===== config.mk =====
export PLATFORM = sky130hd
export DESIGN_NAME = fabric_tile
export DESIGN_NICKNAME = d
export VERILOG_FILES = /design/src/rtl/tile_pkg.sv /design/src/rtl/tile_in_sel.sv /design/src/rtl/tile_logic.sv /design/src/rtl/tile_drv.sv /design/src/rtl/fabric_tile.sv
export SDC_FILE = /design/constraint.sdc
export NUM_CORES = 1
export LEC_CHECK = 0
export BUFFER_PORTS_ARGS = -buffer_cell sky130_fd_sc_hd__buf_2
export CORE_UTILIZATION = 43
export DETAILED_ROUTE_END_ITERATION = 8
export PLACE_DENSITY = 0.82
export SYNTH_ARGS = -nofsm -noshare
export SYNTH_HDL_FRONTEND = slang
export SYNTH_HIERARCHICAL = 1
export SYNTH_SLANG_ARGS = --single-unit

===== constraint.sdc =====
create_clock -name clk -period 11.83 [get_ports clk]
set_clock_uncertainty 0.2 [all_clocks]
set_input_delay 1.7745 -clock clk [delete_from_list [all_inputs] [get_ports clk]]
set_output_delay 1.7745 -clock clk [all_outputs]
set_load 0.02 [all_outputs]

===== src/rtl/tile_pkg.sv =====
// Shared layout constants and field-offset functions for the fabric tile.
// Assumes: the word layout is fixed part, four input selectors, then
// per-side per-track driver fields, all derived from the track count.
package tile_pkg;
    localparam int FIX_W     = 18;
    localparam int TBL_W     = 16;
    localparam int CARRY_BIT = 16;
    localparam int REG_BIT   = 17;
    localparam int NUM_IN    = 4;
    localparam int NUM_SIDE  = 4;
    localparam int SRC_W     = 3;
    localparam int DRV_W     = 1 + SRC_W;

    typedef enum int {SIDE_N = 0, SIDE_E = 1, SIDE_S = 2, SIDE_W = 3} side_e;

    function automatic int sel_width(input int t);
        return $clog2(4 * t + 7);
    endfunction

    function automatic int cfg_width(input int t);
        return FIX_W + NUM_IN * sel_width(t) + NUM_SIDE * t * DRV_W;
    endfunction

    function automatic int in_sel_off(input int k, input int t);
        return FIX_W + k * sel_width(t);
    endfunction

    function automatic int drv_off(input int d, input int tr, input int t);
        return FIX_W + NUM_IN * sel_width(t) + (d * t + tr) * DRV_W;
    endfunction
endpackage


===== src/rtl/tile_in_sel.sv =====
// One input selector of the tile. It decodes a selector code into a track,
// the registered own result, a constant or an adjacent tile's result.
// Assumes: trk_flat is ordered side*TRACKS+track with N,E,S,W sides.
module tile_in_sel #(
    parameter int TRACKS = 1,
    parameter int SW     = 4
) (
    input  logic                  clk,
    input  logic                  rst_n,
    input  logic [4*TRACKS-1:0]   trk_flat,
    input  logic [3:0]            nbr,
    input  logic                  fb,
    input  logic [SW-1:0]         sel,
    output logic                  val
);
    localparam int TW = 4 * TRACKS;

    // Decode the selector code; codes without a source fall to 0.
    always_comb begin
        val = 1'b0;
        for (int i = 0; i < TW; i++) begin
            if (sel == SW'(i)) val = trk_flat[i];
        end
        if (sel == SW'(TW))     val = fb;
        if (sel == SW'(TW + 2)) val = 1'b1;
        for (int d = 0; d < 4; d++) begin
            if (sel == SW'(TW + 3 + d)) val = nbr[d];
        end
    end


    r4_const_one_chk: assert property (@(posedge clk) disable iff (!rst_n)
        (sel == SW'(TW + 2)) |-> val);

    r4_const_zero_chk: assert property (@(posedge clk) disable iff (!rst_n)
        (sel == SW'(TW + 1)) |-> !val);

    r4_unused_chk: assert property (@(posedge clk) disable iff (!rst_n)
        (sel > SW'(TW + 6)) |-> !val);

    for (genvar d = 0; d < 4; d++) begin : g_nb

        r5_nbr_chk: assert property (@(posedge clk) disable iff (!rst_n)
            (sel == SW'(TW + 3 + d)) |-> (val == nbr[d]));
    end
endmodule


===== src/rtl/tile_logic.sv =====
// Logic core of the tile: 16-entry truth table, carry slice, flip-flop,
// result selector and a registered copy of the result for feedback.
// Assumes: the flags and table are static configuration.
module tile_logic (
    input  logic        clk,
    input  logic        rst_n,
    input  logic [3:0]  ins,
    input  logic [15:0] table_bits,
    input  logic        carry_mode,
    input  logic        reg_sel,
    input  logic        carry_i,
    output logic        tbl_o,
    output logic        res_o,
    output logic        carry_o,
    output logic        fb_o
);
    logic ff_q;

    // Table lookup addressed by the four selected inputs.
    assign tbl_o = table_bits[ins];

    // Carry generate / propagate over in0, in1 and the incoming carry.
    assign carry_o = (ins[0] & ins[1]) | (carry_i & (ins[0] ^ ins[1]));

    // Flip-flop always samples the table output.
    always_ff @(posedge clk) begin
        if (!rst_n) ff_q <= 1'b0;
        else        ff_q <= tbl_o;
    end

    // Result priority: carry sum, then register, then table.
    always_comb begin
        if (carry_mode)   res_o = tbl_o ^ carry_i;
        else if (reg_sel) res_o = ff_q;
        else              res_o = tbl_o;
    end

    // Registered copy of the result for the own-feedback selector code.
    always_ff @(posedge clk) begin
        if (!rst_n) fb_o <= 1'b0;
        else        fb_o <= res_o;
    end


    r7_carry_maj_chk: assert property (@(posedge clk) disable iff (!rst_n)
        carry_o == ($countones({ins[0], ins[1], carry_i}) >= 2));

    r9_ff_reset_chk: assert property (@(posedge clk)
        (rst_n && $past(!rst_n)) |-> (ff_q == 1'b0 && fb_o == 1'b0));
endmodule


===== src/rtl/tile_drv.sv =====
// One gated track driver: with its enable set it forwards the tile result
// or the same track from one of the other three sides, else drives 0.
// Assumes: other[k-1] is the track arriving from side (own+k) mod 4.
module tile_drv (
    input  logic       clk,
    input  logic       rst_n,
    input  logic       en,
    input  logic [2:0] src,
    input  logic       res,
    input  logic [2:0] other,
    output logic       drv
);
    // Gated source selection; codes 4..7 drive 0.
    always_comb begin
        drv = 1'b0;
        if (en) begin
            case (src)
                3'd0:    drv = res;
                3'd1:    drv = other[0];
                3'd2:    drv = other[1];
                3'd3:    drv = other[2];
                default: drv = 1'b0;
            endcase
        end
    end


    r10_gate_chk: assert property (@(posedge clk) disable iff (!rst_n)
        !en |-> !drv);

    r11_unused_src_chk: assert property (@(posedge clk) disable iff (!rst_n)
        src[2] |-> !drv);
endmodule


===== src/rtl/fabric_tile.sv =====
// Top of one programmable fabric tile. It slices the configuration word
// into fields, builds four input selectors, the logic core and one gated
// driver per side and track.
// Assumes: cfg_word is static between edges; edge neighbours are tied to 0.
module fabric_tile
    import tile_pkg::*;
#(
    parameter int TRACKS = 1,
    localparam int SW    = sel_width(TRACKS),
    localparam int CFG_W = cfg_width(TRACKS)
) (
    input  logic              clk,
    input  logic              rst_n,
    input  logic [CFG_W-1:0]  cfg_word,
    input  logic [TRACKS-1:0] trk_n_i,
    input  logic [TRACKS-1:0] trk_e_i,
    input  logic [TRACKS-1:0] trk_s_i,
    input  logic [TRACKS-1:0] trk_w_i,
    input  logic [3:0]        nbr_res_i,
    input  logic              carry_i,
    output logic              carry_o,
    output logic              res_o,
    output logic [TRACKS-1:0] trk_n_o,
    output logic [TRACKS-1:0] trk_e_o,
    output logic [TRACKS-1:0] trk_s_o,
    output logic [TRACKS-1:0] trk_w_o
);
    localparam int TW = 4 * TRACKS;

    logic [TW-1:0] trk_flat;
    logic [TW-1:0] out_flat;
    logic [3:0]    ins;
    logic          tbl_w;
    logic          fb_w;
    logic          carry_mode;
    logic          reg_sel;

    // Incoming tracks flattened as side*TRACKS+track, sides N,E,S,W.
    assign trk_flat   = {trk_w_i, trk_s_i, trk_e_i, trk_n_i};
    assign carry_mode = cfg_word[CARRY_BIT];
    assign reg_sel    = cfg_word[REG_BIT];

    for (genvar k = 0; k < NUM_IN; k++) begin : g_in
        tile_in_sel #(.TRACKS(TRACKS), .SW(SW)) u_sel (
            .clk      (clk),
            .rst_n    (rst_n),
            .trk_flat (trk_flat),
            .nbr      (nbr_res_i),
            .fb       (fb_w),
            .sel      (cfg_word[in_sel_off(k, TRACKS) +: SW]),
            .val      (ins[k])
        );
    end

    tile_logic u_core (
        .clk        (clk),
        .rst_n      (rst_n),
        .ins        (ins),
        .table_bits (cfg_word[TBL_W-1:0]),
        .carry_mode (carry_mode),
        .reg_sel    (reg_sel),
        .carry_i    (carry_i),
        .tbl_o      (tbl_w),
        .res_o      (res_o),
        .carry_o    (carry_o),
        .fb_o       (fb_w)
    );

    for (genvar d = 0; d < NUM_SIDE; d++) begin : g_side
        for (genvar t = 0; t < TRACKS; t++) begin : g_trk
            localparam int OFF = drv_off(d, t, TRACKS);
            logic [2:0] other;
            for (genvar k = 1; k < 4; k++) begin : g_oth
                assign other[k-1] = trk_flat[((d + k) % 4) * TRACKS + t];
            end
            tile_drv u_drv (
                .clk   (clk),
                .rst_n (rst_n),
                .en    (cfg_word[OFF]),
                .src   (cfg_word[OFF+1 +: SRC_W]),
                .res   (res_o),
                .other (other),
                .drv   (out_flat[d*TRACKS+t])
            );
        end
    end

    // Outgoing tracks split back per side.
    assign trk_n_o = out_flat[SIDE_N*TRACKS +: TRACKS];
    assign trk_e_o = out_flat[SIDE_E*TRACKS +: TRACKS];
    assign trk_s_o = out_flat[SIDE_S*TRACKS +: TRACKS];
    assign trk_w_o = out_flat[SIDE_W*TRACKS +: TRACKS];


    r7_carry_sum_chk: assert property (@(posedge clk) disable iff (!rst_n)
        carry_mode |-> (res_o == (tbl_w ^ carry_i)));

    r8_reg_path_chk: assert property (@(posedge clk) disable iff (!rst_n)
        ($past(rst_n) && !carry_mode && reg_sel && $stable(cfg_word))
        |-> (res_o == $past(tbl_w)));
endmodule


Word level (Yosys, flattened, before mapping)
Cells that the tools add are included.

Register bits: 2. Latch bits: 0. Memory bits (writable): 0. ROM bits: 0. Output and inout bits: 6. Logic and storage cells: 116. Memories kept: 0.

Add/sub/neg operators: 0. Multipliers: 0. Div/mod/pow operators: 0. Order comparisons: 1. Equal/unequal tests: 48. Shift operators: 0. Multiplexer cells: 52. Bitwise logic cells: 5. Reduce and logical (&&, ||, !) cells: 8.

Operators by type and width (count): equality test 4 x 3 -> 1 bit, second input constant (12); equality test 4 bit, second input constant (12); 2-to-1 mux 1 bit (47); equality test 4 x 2 -> 1 bit, second input constant (8); equality test 3 x 2 -> 1 bit, second input constant (8); equality test 4 x 1 -> 1 bit, second input constant (4); logical NOT 4 bit (4); case mux 1 bit (4 select lines) (4); equality test 3 x 1 -> 1 bit, second input constant (4); logical NOT 3 bit (4); less-than comparator 4 x 5 -> 1 bit, second input constant (1); binary-select mux 1 bit (select 4 bit) (1); bitwise AND 1 bit (2); bitwise XOR 1 bit (2); bitwise OR 1 bit (1).

Depth between registers and ports, before layout
Depth after elaboration: 17. Gate-level depth with buffers: 12. Mapped depth without buffers: 11.

By module
The synthesis kept the hierarchy.

By module, submodules not included: tile_in_sel (instances 4, cells each 19, area each 118.9 um^2); tile_logic (instances 1, cells each 18, area each 252.7 um^2); tile_drv (instances 4, cells each 2, area each 31.3 um^2).

Worst setup path before layout
No wires, ideal clock.

Path kind: input-to-output. Start: input cfg_word[18]. End: output trk_e_o. Arrival time: 4796 ps. Path slack: 5060 ps. Stages on the path: 12. Buffers on the path: 1. Cells stage by stage: buf_2 > nor4_1 > a311oi_1 > o211ai_1 > a21oi_1 > mux4_1 > mux2i_1 > mux2i_2 > xnor2_1 > a22oi_1 > mux4_2 > and3b_1.

Longest elaborated chain between the ends: 17. Elaborated cells on any way between the ends: 27. Classes of those cells: 9 x eq/ne; 16 x mux; 1 x bitwise; 1 x reduce/logical.

Ends and longest elaborated chain: start, declared (RTL line fabric_tile.sv:14) `input logic [CFG_W-1:0] cfg_word,`; logical NOT 4 bit (RTL line tile_in_sel.sv:22) `if (sel == SW'(i)) val = trk_flat[i];`; 2-to-1 mux 1 bit (4 in series) (RTL line tile_in_sel.sv:22); 2-to-1 mux 1 bit (RTL line tile_in_sel.sv:24) `if (sel == SW'(TW)) val = fb;`; 2-to-1 mux 1 bit (RTL line tile_in_sel.sv:25) `if (sel == SW'(TW + 2)) val = 1'b1;`; 2-to-1 mux 1 bit (3 in series) (RTL line tile_in_sel.sv:27) `if (sel == SW'(TW + 3 + d)) val = nbr[d];`; 2-to-1 mux 1 bit * (RTL line tile_in_sel.sv:27); net ins[0] (RTL line fabric_tile.sv:32) `logic [3:0] ins;`; binary-select mux 1 bit (select 4 bit) * (RTL line tile_logic.sv:20) `assign tbl_o = table_bits[ins];`; 2-to-1 mux 1 bit (not written as such) * (RTL line tile_logic.sv:20); net tbl_w (RTL line fabric_tile.sv:33) `logic tbl_w;`; 2-to-1 mux 1 bit or bitwise XOR 1 bit (tied branches) (RTL line tile_logic.sv:34, tile_logic.sv:33); 2-to-1 mux 1 bit * (RTL line tile_logic.sv:33) `if (carry_mode) res_o = tbl_o ^ carry_i;`; net res_o (RTL line fabric_tile.sv:22) `output logic res_o,`; case mux 1 bit (4 select lines) * (RTL line tile_drv.sv:17) `case (src)`; 2-to-1 mux 1 bit * (RTL line tile_drv.sv:16) `if (en) begin`; end, declared (RTL line fabric_tile.sv:24) `output logic [TRACKS-1:0] trk_e_o,`.

The timed path passes the listed nets; every way through them passes the cells marked *. The select of a mux whose other input is x is not followed.

Final worst setup path
Start: input trk_n_i. End: output trk_s_o.

Longest elaborated chain between the ends: 16. Elaborated cells on any way between the ends: 47. Classes of those cells: 46 x mux; 1 x bitwise.

Ends and longest elaborated chain: start, declared (RTL line fabric_tile.sv:15) `input logic [TRACKS-1:0] trk_n_i,`; 2-to-1 mux 1 bit * (4 in series) (RTL line tile_in_sel.sv:22); 2-to-1 mux 1 bit * (RTL line tile_in_sel.sv:24); 2-to-1 mux 1 bit * (RTL line tile_in_sel.sv:25); 2-to-1 mux 1 bit * (4 in series) (RTL line tile_in_sel.sv:27); net ins[0] (RTL line fabric_tile.sv:32); binary-select mux 1 bit (select 4 bit) * (RTL line tile_logic.sv:20); 2-to-1 mux 1 bit (not written as such) * (RTL line tile_logic.sv:20); net tbl_w (RTL line fabric_tile.sv:33); 2-to-1 mux 1 bit or bitwise XOR 1 bit (tied branches) (RTL line tile_logic.sv:34, tile_logic.sv:33); 2-to-1 mux 1 bit * (RTL line tile_logic.sv:33); case mux 1 bit (4 select lines) * (RTL line tile_drv.sv:17); 2-to-1 mux 1 bit * (RTL line tile_drv.sv:16); end, declared (RTL line fabric_tile.sv:25) `output logic [TRACKS-1:0] trk_s_o,`.

Marked as above.

==> flow_summary.yaml <==
run_status:
  status: "completed"
power:
  leakagePower_nw: 0.580
  p_sw_frac: 0.388
  seq_power_share: 0.116
  internal_power_uw: 45.4
  net-switching-power_uw: 28.8
  powerDensity_nw_per_um2: 61.0
  max-vdd-ir-drop_v: 0.0000401
  comb_power_share: 0.687
  p_total_uw: 74.3
  p_clk_frac: 0.197
layout:
  multiInputGateArea_um2: 774
  area_delta_synth_final_pct: 42.7
  layout.area.seq_um2: 40.0
  drive_gt1_frac: 0.455
  fill_cells: 160
  nNetsFinal: 231
  mostFrequentLayoutCells: "66 x buf_2, 17 x a21oi_1, 9 x nand2b_1"
  final_common_cell: "buf_2"
  diodes: 0
global_routing:
  grt_max_degree: 9
  grt_pass1_vias: 923
  antenna_found_initial: 0
  grt_overflow: 0
  grt_usage: 0.236
  grt_pass1_wl_mm: 3.70
route:
  wl_per_cell_um: 13.3
  finalWirelength_mm: 2.55
  drt_iter0_drc: 9
  route.detailed.drc: 0
  vias: 1097
  antenna_left: 0
  dr.pass1.iters: 4
  routed_via_density: 5.71
clock_tree:
  cts_resized: 0
  clk_transition_reported_paths_ns: 0.03
  worstSkewPairLatency_ns: 0.22
  cts_buffers: 3
  post_cts_buffers: 0
  ctsHoldBuffers: 0
  cts_sinks: 2
  cts.htree.levels: 1
  cts_tree: "built"
  cts_max_path_buffers: 2
  cts-root-buf: "clkbuf_4"
logic_synthesis:
  avgSynthCellArea_um2: 8.37
  synth_top_area_frac: 0.123
  synth.ff_latch_count: 2
  netlist.top_cell.by_area: "mux4_1"
  synth_top_family_by_area: "simple AND/OR/NAND/NOR gates"
  synth-simple-area-share: 0.356
  ys_types: 24
  syn_inst: 102
  synth_fa_ha_area_frac: 0.0147
  ys_warn_count: 6
  yosysSeqAreaShare: 0.0469
  synth_compound_area_frac: 0.211
  synth.mux.area_fraction: 0.315
  synth_xor_area_frac: 0.0103
  synth_area_um2: 853
  ys_top_cells_by_area: "mux4_1 12%, mux4_2 11%, a21oi_1 10%"
  synth_nets: 164
timing:
  finalSetupTns_ns: 0
  period_minus_slack_ns: 6.98
  finalSetupViolCount: 0
  hold_viol: 0
  final_max_slew_viol_count: 0
  timing.fmax_mhz: 143
  rsz0062_at_grt: "false"
  period_share: 0.590
  worstMarginPinSlew_ns: 0.488
  finalWorstSetupSlack_ns: 4.85
  slew_headroom: 0.675
critical_path:
  crit_required_ns: 9.86
  endpoint_kind: "primary output"
  cp_max_fo: 7
  crit_type: "in2out"
  arrival_ns: 5.00
  startpoint_type: "primary input"
worst_hold_path:
  min_path_type: "reg2reg"
floorplanning:
  rows: 15
  io_pins: 67
  die_y_um: 46.5
  start_util: 0.474
  core_region_area_um2: 1800
  die_w_um: 46.5
  dieArea_um2: 2170
place:
  dp_slack_ns: 4.90
  finalWeightedCongestion: 0.796
  post-dp-hpwl_mm: 2.06
  io_buffer_count: 66
job:
  drv_cap: 0
## logic make-up (layout without fill, tap and decap cells)
| logic type | Yosys count | in the layout |
|---|---|---|
| compound gates | 28 | 28 |
| xor+xnor | 1 | 1 |
| simple gates | 46 | 46 |
| flops | 2 | 2 |
| buf+inv | 9 | 74 |
| mux | 15 | 15 |
| fa+ha+maj | 1 | 1 |
## area by class of cell
type / instances / share of cell area
flip-flops and latches: 2 / 0.0329
repair buffers: 66 / 0.271
well taps: 25 / 0.0257
inverters: 5 / 0.0154
clock buffers: 3 / 0.0185
multi-input cells: 91 / 0.636
## final timing paths
path	start	endpoint	slack [ns]	cells after the start
setup / recovery	trk_n_i	trk_s_o	4.85	13
hold / removal	u_core/ff_q$_SDFF_PN0_	u_core/fb_o$_SDFF_PN0_	0.41	2
setup reg to reg	u_core/fb_o$_SDFF_PN0_	u_core/fb_o$_SDFF_PN0_	9.09	9
hold reg to reg	u_core/ff_q$_SDFF_PN0_	u_core/fb_o$_SDFF_PN0_	0.41	2
## sequential cells by signal, indices dropped and copies added (netlist names)
register and count:
u_core/ff_q 1, u_core/fb_o 1
## critical path: stages
cell and delay (ns):
buf_2 0.16, nor4_1 0.06, a311oi_1 0.23, o211ai_1 0.13
a21oi_1 0.42, mux4_1 0.63, mux2i_1 0.22, mux2i_2 0.13
xnor2_1 0.23, a22oi_1 0.19, mux4_2 0.47, and3b_1 0.19
buf_2 0.15
## per-stage QoR
| stage | utilization | instance area (um2) | hold WS (ns) | std cells |
|---|---|---|---|---|
| after global routing | 0.676 | 1220 | 0.465 | 192 |
| after floorplan | - | 853 | 0.387 | 102 |
| after CTS | 0.676 | 1220 | 0.419 | 192 |
| after global placement | 0.663 | 1190 | 0.411 | 189 |
| after detailed placement | 0.663 | 1190 | 0.417 | 189 |
| final | 0.676 | 1220 | 0.413 | 192 |
## layer usage
metal | global-route usage | up-vias | wire, um
met5 | 0 | - | 0
met4 | 0.0706 | 0 | 17
met3 | 0.0314 | 2 | 211
met2 | 0.444 | 59 | 1230
met1 | 0.269 | 496 | 1090
li1 | - | 540 | -
## cells in the mapped netlist
cell,n
a21oi_1,17
dfxtp_1,2
a21o_1,1
buf_2,4
nand2b_1,9
a221oi_2,1
a311oi_1,4
nand3b_1,8
nor4_1,4
inv_1,5
mux2i_1,6
mux2i_2,1
nor2_1,4
and2_2,1
mux4_1,4
xnor2_1,1
nor3b_1,8
nor3_1,4
mux4_2,4
o211ai_1,4
nor2b_1,4
ha_1,1
and3b_1,4
a22oi_1,1
## power groups by stage
stage	Clock [mW]	Sequential, mW	Combinational, mW
floorplan	0	0.00847	0.0313
global placement	0	0.00876	0.0488
detailed placement	0	0.00869	0.0504
CTS	0.0150	0.00861	0.0510
global route	0.0156	0.00877	0.0556
finish	0.0146	0.00862	0.0510
No activity file was read; power rests on OpenSTA's default activity.
